## src/rtl/page_walker.sv

```systemverilog
module page_walker #(
  parameter int LVL_W = 6,
  parameter int PPN_W = 20,
  parameter int OFF_W = 12,
  parameter int PTE_W = 32,
  localparam int VPN_W = 3 * LVL_W,
  localparam int PA_W  = PPN_W + OFF_W
) (
  input  logic             clk,
  input  logic             rst_n,
  input  logic             req_valid,
  output logic             req_ready,
  input  logic [VPN_W-1:0] req_vpn,
  input  logic [OFF_W-1:0] req_off,
  input  logic [1:0]       req_acc,
  input  logic             req_bottom_up,
  input  logic [PPN_W-1:0] root_ppn,
  input  logic [PA_W-1:0]  flat_base,
  output logic             mem_rd_en,
  output logic             mem_wr_en,
  output logic [PA_W-1:0]  mem_addr,
  output logic [PTE_W-1:0] mem_wdata,
  input  logic [PTE_W-1:0] mem_rdata,
  output logic             done,
  output logic             page_fault,
  output logic             prot_fault,
  output logic [PPN_W-1:0] res_ppn,
  output logic [PA_W-1:0]  res_pa
);
  localparam int ENT_SH = $clog2(PTE_W / 8);
  localparam int B_REF  = 3;
  localparam int B_DRT  = 4;
  localparam logic [1:0] LEAF = 2'd2;
  localparam logic [1:0] RS_OK = 2'd0, RS_PF = 2'd1, RS_PROT = 2'd2;

  typedef enum logic [2:0] {ST_IDLE, ST_READ, ST_EVAL, ST_WRITE, ST_RESP} state_t;

  state_t           state;
  logic [1:0]       lvl;
  logic             probe;
  logic [VPN_W-1:0] vpn_q;
  logic [OFF_W-1:0] off_q;
  logic [1:0]       acc_q;
  logic [PPN_W-1:0] root_q;
  logic [PA_W-1:0]  addr_q;
  logic [PTE_W-1:0] pte_q;
  logic [PPN_W-1:0] ppn_q;
  logic [1:0]       stat_q;

  function automatic logic [PA_W-1:0] ent_addr(input logic [PPN_W-1:0] base,
                                               input logic [LVL_W-1:0] idx);
    return {base, {OFF_W{1'b0}}} + (PA_W'(idx) << ENT_SH);
  endfunction

  function automatic logic [LVL_W-1:0] idx_of(input logic [VPN_W-1:0] v,
                                              input logic [1:0] l);
    return v[(2 - int'(l)) * LVL_W +: LVL_W];
  endfunction

  wire             rd_valid = mem_rdata[0];
  wire [1:0]       rd_perm  = mem_rdata[2:1];
  wire [PPN_W-1:0] rd_ppn   = mem_rdata[PTE_W-1 -: PPN_W];

  logic             perm_ok;
  logic [PTE_W-1:0] upd;

  always_comb begin
    case (acc_q)
      2'd0:    perm_ok = rd_perm[0];
      2'd1:    perm_ok = (rd_perm == 2'd3);
      2'd2:    perm_ok = (rd_perm == 2'd2);
      default: perm_ok = 1'b0;
    endcase
  end

  always_comb begin
    upd = mem_rdata;
    upd[B_REF] = 1'b1;
    if (acc_q == 2'd1) upd[B_DRT] = 1'b1;
  end

  always_ff @(posedge clk) begin
    if (!rst_n) begin
      state  <= ST_IDLE;
      lvl    <= '0;
      probe  <= 1'b0;
      vpn_q  <= '0;
      off_q  <= '0;
      acc_q  <= '0;
      root_q <= '0;
      addr_q <= '0;
      pte_q  <= '0;
      ppn_q  <= '0;
      stat_q <= RS_OK;
    end else begin
      case (state)
        ST_IDLE: if (req_valid) begin
          vpn_q  <= req_vpn;
          off_q  <= req_off;
          acc_q  <= req_acc;
          root_q <= root_ppn;
          probe  <= req_bottom_up;
          lvl    <= req_bottom_up ? LEAF : 2'd0;
          addr_q <= req_bottom_up ? flat_base + (PA_W'(req_vpn) << ENT_SH)
                                  : ent_addr(root_ppn, idx_of(req_vpn, 2'd0));
          state  <= ST_READ;
        end
        ST_READ: state <= ST_EVAL;
        ST_EVAL: begin
          if (!rd_valid) begin
            if (probe) begin
              probe  <= 1'b0;
              lvl    <= 2'd0;
              addr_q <= ent_addr(root_q, idx_of(vpn_q, 2'd0));
              state  <= ST_READ;
            end else begin
              stat_q <= RS_PF;
              state  <= ST_RESP;
            end
          end else if (lvl != LEAF) begin
            lvl    <= lvl + 2'd1;
            addr_q <= ent_addr(rd_ppn, idx_of(vpn_q, lvl + 2'd1));
            state  <= ST_READ;
          end else if (!perm_ok) begin
            stat_q <= RS_PROT;
            state  <= ST_RESP;
          end else begin
            stat_q <= RS_OK;
            ppn_q  <= rd_ppn;
            pte_q  <= upd;
            state  <= (upd != mem_rdata) ? ST_WRITE : ST_RESP;
          end
        end
        ST_WRITE: state <= ST_RESP;
        default:  state <= ST_IDLE;
      endcase
    end
  end

  assign req_ready  = (state == ST_IDLE);
  assign mem_rd_en  = (state == ST_READ);
  assign mem_wr_en  = (state == ST_WRITE);
  assign mem_addr   = addr_q;
  assign mem_wdata  = pte_q;
  assign done       = (state == ST_RESP) && (stat_q == RS_OK);
  assign page_fault = (state == ST_RESP) && (stat_q == RS_PF);
  assign prot_fault = (state == ST_RESP) && (stat_q == RS_PROT);
  assign res_ppn    = ppn_q;
  assign res_pa     = {ppn_q, off_q};
endmodule

```

## config.mk

```make
export PLATFORM = sky130hd
export DESIGN_NAME = page_walker
export DESIGN_NICKNAME = d
export VERILOG_FILES = /design/src/rtl/page_walker.sv
export SDC_FILE = /design/constraint.sdc
export NUM_CORES = 1
export LEC_CHECK = 0
export ABC_AREA = 1
export BUFFER_PORTS_ARGS = -buffer_cell sky130_fd_sc_hd__buf_2
export CAP_MARGIN = 15
export CORE_MARGIN = 3
export CORE_UTILIZATION = 40
export CTS_CLUSTER_DIAMETER = 120
export CTS_CLUSTER_SIZE = 10
export DETAILED_ROUTE_END_ITERATION = 7
export PLACE_DENSITY_LB_ADDON = 0.3
export SLEW_MARGIN = 25
export SYNTH_ARGS = -nofsm -noshare
export SYNTH_HDL_FRONTEND = slang
export SYNTH_SLANG_ARGS = --single-unit
```

## constraint.sdc

```tcl
create_clock -name clk -period 2.2 [get_ports clk]
set_input_delay 0.11 -clock clk [delete_from_list [all_inputs] [get_ports clk]]
set_output_delay 0.11 -clock clk [all_outputs]
set_load 0.1 [all_outputs]
```

==> flow_summary.toml <==
[layout]
final_area_mm2 = 0.009912
n_antenna_cell = 0
final_net_count = 1568
fill_cells = 1727
synthToLayoutAreaGrowth_pct = 35.16
seq_area_mm2 = 0.002462
drive_gt1_share_pct = 22.28
final_util_pct = 56.33
multiInputGateArea_mm2 = 0.003965

[yosys]
synthCells = 1154
ys_seq_elements = 123
yosys_warnings = 0
synth_area_mm2 = 0.007333
synth_edf_count = 0
avgSynthCellArea_um2 = 6.355
synthesis.nets = 1299
synth-seq-area-share_pct = 33.58
ys.flop_type = "dfxtp_1"
async_reset_ff_share_pct = 0
synth_cell_types = 37

[clocking]
cts_tree = "done"
cts_root_buffer = "clkbuf_16"
path_clk_slew_ns = 0.06
clk_latency_ns = 0.42
htree_num_levels = 4
numCtsBuffers = 17
clock-sinks = 123
clockBufferDepth = 2

[place]
place_congestion = 0.9315
place_ws_ns = -0.2292
placed_cell_area_mm2 = 0.008574
portBuffers = 241
hpwl_mm = 18.10

[floorplanning]
core_area_mm2 = 0.01760
ios = 242
initial_core_util_pct = 41.67
rows = 48
fp.dieW_um = 141.4
die_h_um = 141.4
dieArea_mm2 = 0.01999

[worst_setup_path]
critical_path.cell_chain = "dlygate4sd3_1 > buf_2 > ha_1 > nand2_1 > nor2_2 > and2_1 > nand2_1 > nand2_1 > nand2_1 > nand3_1 > nand3_1 > nand2_1 > nand2_1 > a21oi_1"
crit_fanout = 4
arrival_ns = 2.41
required_ns = 2.55
max_stage_delay_ns = 0.53
end_kind = "register"
crit_path_start_kind = "input pin"
path_class = "input pin to register"
critPathSlowestCell = "dlygate4sd3_1"
cpMostUsedCell = "nand2_1"

[grt]
grtUsageMet2_pct = 42.36
grt_usage_pct = 24.98
first_global_vias = 7941
busiest_layer = "met2"
antenna_found_initial = 1
grt_pass1_wl_mm = 40.50
use_met1_pct = 32.20
grt_max_degree = 63
grt-ovfl-total = 0
grt_util_met3_pct = 5.797

[sta]
finalHoldViolCount = 0
rsz0062_at_grt = "false"
hold_slack_ns = 0.01888
finalMaxSlewViolations = 0
setup-violations-final = 0
tightestPinTransition_ns = 0.6943
period_share_pct = 93.62
max-slew-margin-rel_pct = 53.67
fmax_mhz = 485.5
skew_ns = 0.007192
min_period_ns = 2.060
worst_slack_ns = 0.1405

[drt]
postRouteAntennaNets = 0
drc = 0
drt_pass1_iterations = 5
via_per_inst = 5.048
routedWlPerCell_um = 15.22
drt_iter0_drc = 627
wirelength_mm = 25.28
vias = 8384

[hold_path]
hold_class = "input pin to register"

[run]
max-cap-violations = 0

[power]
powerDensity_mw_per_mm2 = 805.0
ir_drop_uv = 685.5
p_leak_nw = 5.157

[run_status]
status = "finished clean"
==> through the flow <==
stage / instances / power, mW / setup TNS [ns]
floorplan: 1154 / 4.370 / -5.758
global placement: 1557 / 4.984 / -4.980
detailed placement: 1557 / 5.001 / -6.413
CTS: 1660 / 8.021 / 0
global route: 1661 / 8.374 / 0
finish: 1661 / 7.980 / 0
==> power breakdown <==
| group | switching (mW) | total [mW] | internal (mW) |
|---|---|---|---|
| Combinational | 1.86 | 2.55 | 0.690 |
| Sequential | 0.101 | 2.53 | 2.43 |
| Clock | 1.08 | 2.89 | 1.81 |
==> synthesized netlist by cell type, types with 6 or more instances <==
master	number	area, µm²
a21oi_1	86	430.4
a31oi_1	21	131.4
buf_4	43	322.8
clkbuf_1	40	150.1
dfxtp_1	123	2462
ha_1	24	300.3
inv_1	103	386.6
nand2_1	283	1062
nand3_1	58	290.3
nor2_1	190	713.2
nor3_1	8	40.04
o211ai_1	8	60.06
o21ai_0	108	540.5
xnor2_1	7	61.31
xor2_1	6	52.55
==> cell families after synthesis <==
group / count (synthesis) / share of synthesized area [%]
adder cells (fa/ha/maj): 25 / 4.368
AO/OA/AOI/OAI: 236 / 17.30
XOR/XNOR: 13 / 1.553
AND/OR/NAND/NOR: 556 / 30.44
flip-flops: 123 / 33.58
buffers and inverters: 201 / 12.76
==> cell type report <==
class / count / area share (%)
repair buffers: 341 / 22.04
well taps: 225 / 2.840
inverters: 109 / 4.128
clock inverters: 14 / 1.717
multi-input cells: 831 / 40.00
flip-flops and latches: 123 / 24.84
clock buffers: 18 / 4.431
==> repair_timing <==
| item | CTS | global route |
|---|---|---|
| hold endpoints to repair | 71 | 0 |
| pin swaps | 0 | 1 |
| setup buffers | 0 | 0 |
| cloned | 0 | 1 |
| resized for setup | 1 | 5 |
| hold buffers | 71 | 0 |
| setup endpoints to repair | 30 | 35 |
==> worst max-delay path, delay by kind of cell <==
kind                       cells  cell delay [ns]
buffers and inverters          2             0.66
and+or+nand+nor               10             1.15
AOI/OAI and AO/OA              1             0.12
adders and majority gates      1             0.37
==> cell usage in the layout, fill, tap and decap left out, drive strengths merged <==
cell type and count:
ha 24, or2 1, nand3 58, nor4 2
xnor2 7, o22ai 1, inv 109, a211oi 4
dlygate4sd3 71, nor2 196, o211ai 8, clkinvlp 4
o21bai 1, a21oi 86, nor3 8, o21ai 108
buf 270, a21boi 1, nand4 3, o21a 2
a31oi 21, fa 1, xor2 6, bufinv 3
dfxtp 123, nand2 284, clkinv 7, and2 3
nand3b 2, o2111ai 2, clkbuf 18, o311ai 2
==> metal layers <==
metal / wire length [µm] / up-vias / share of wire [%]
met5: 7 / - / 0.028
met4: 391 / 2 / 1.5
met3: 1957 / 35 / 7.7
met2: 12050 / 326 / 48
met1: 10870 / 3798 / 43
li1: - / 4223 / -
==> path summary, 6_finish.rpt <==
| kind | from | end | slack (ns) | depth (start not counted) |
|---|---|---|---|---|
| hold reg to reg | vpn_q[16]$_SDFFE_PN0P_ | vpn_q[16]$_SDFFE_PN0P_ | 0.46 | 2 |
| setup reg to reg | state[0]$_SDFFE_PN0P_ | mem_addr[3]$_SDFFE_PN0P_ | 0.23 | 10 |
| setup / recovery | req_vpn[10] | mem_addr[23]$_SDFFE_PN0P_ | 0.14 | 14 |
| hold / removal | req_vpn[0] | vpn_q[0]$_SDFFE_PN0P_ | 0.02 | 3 |
==> flip-flops by register name, indices dropped and copies added (netlist names), 3 cells and up <==
name / flops
mem_addr: 32
mem_wdata: 31
off_q: 12
root_q: 20
state: 3
vpn_q: 18
Power figures use the tool's default switching activity.
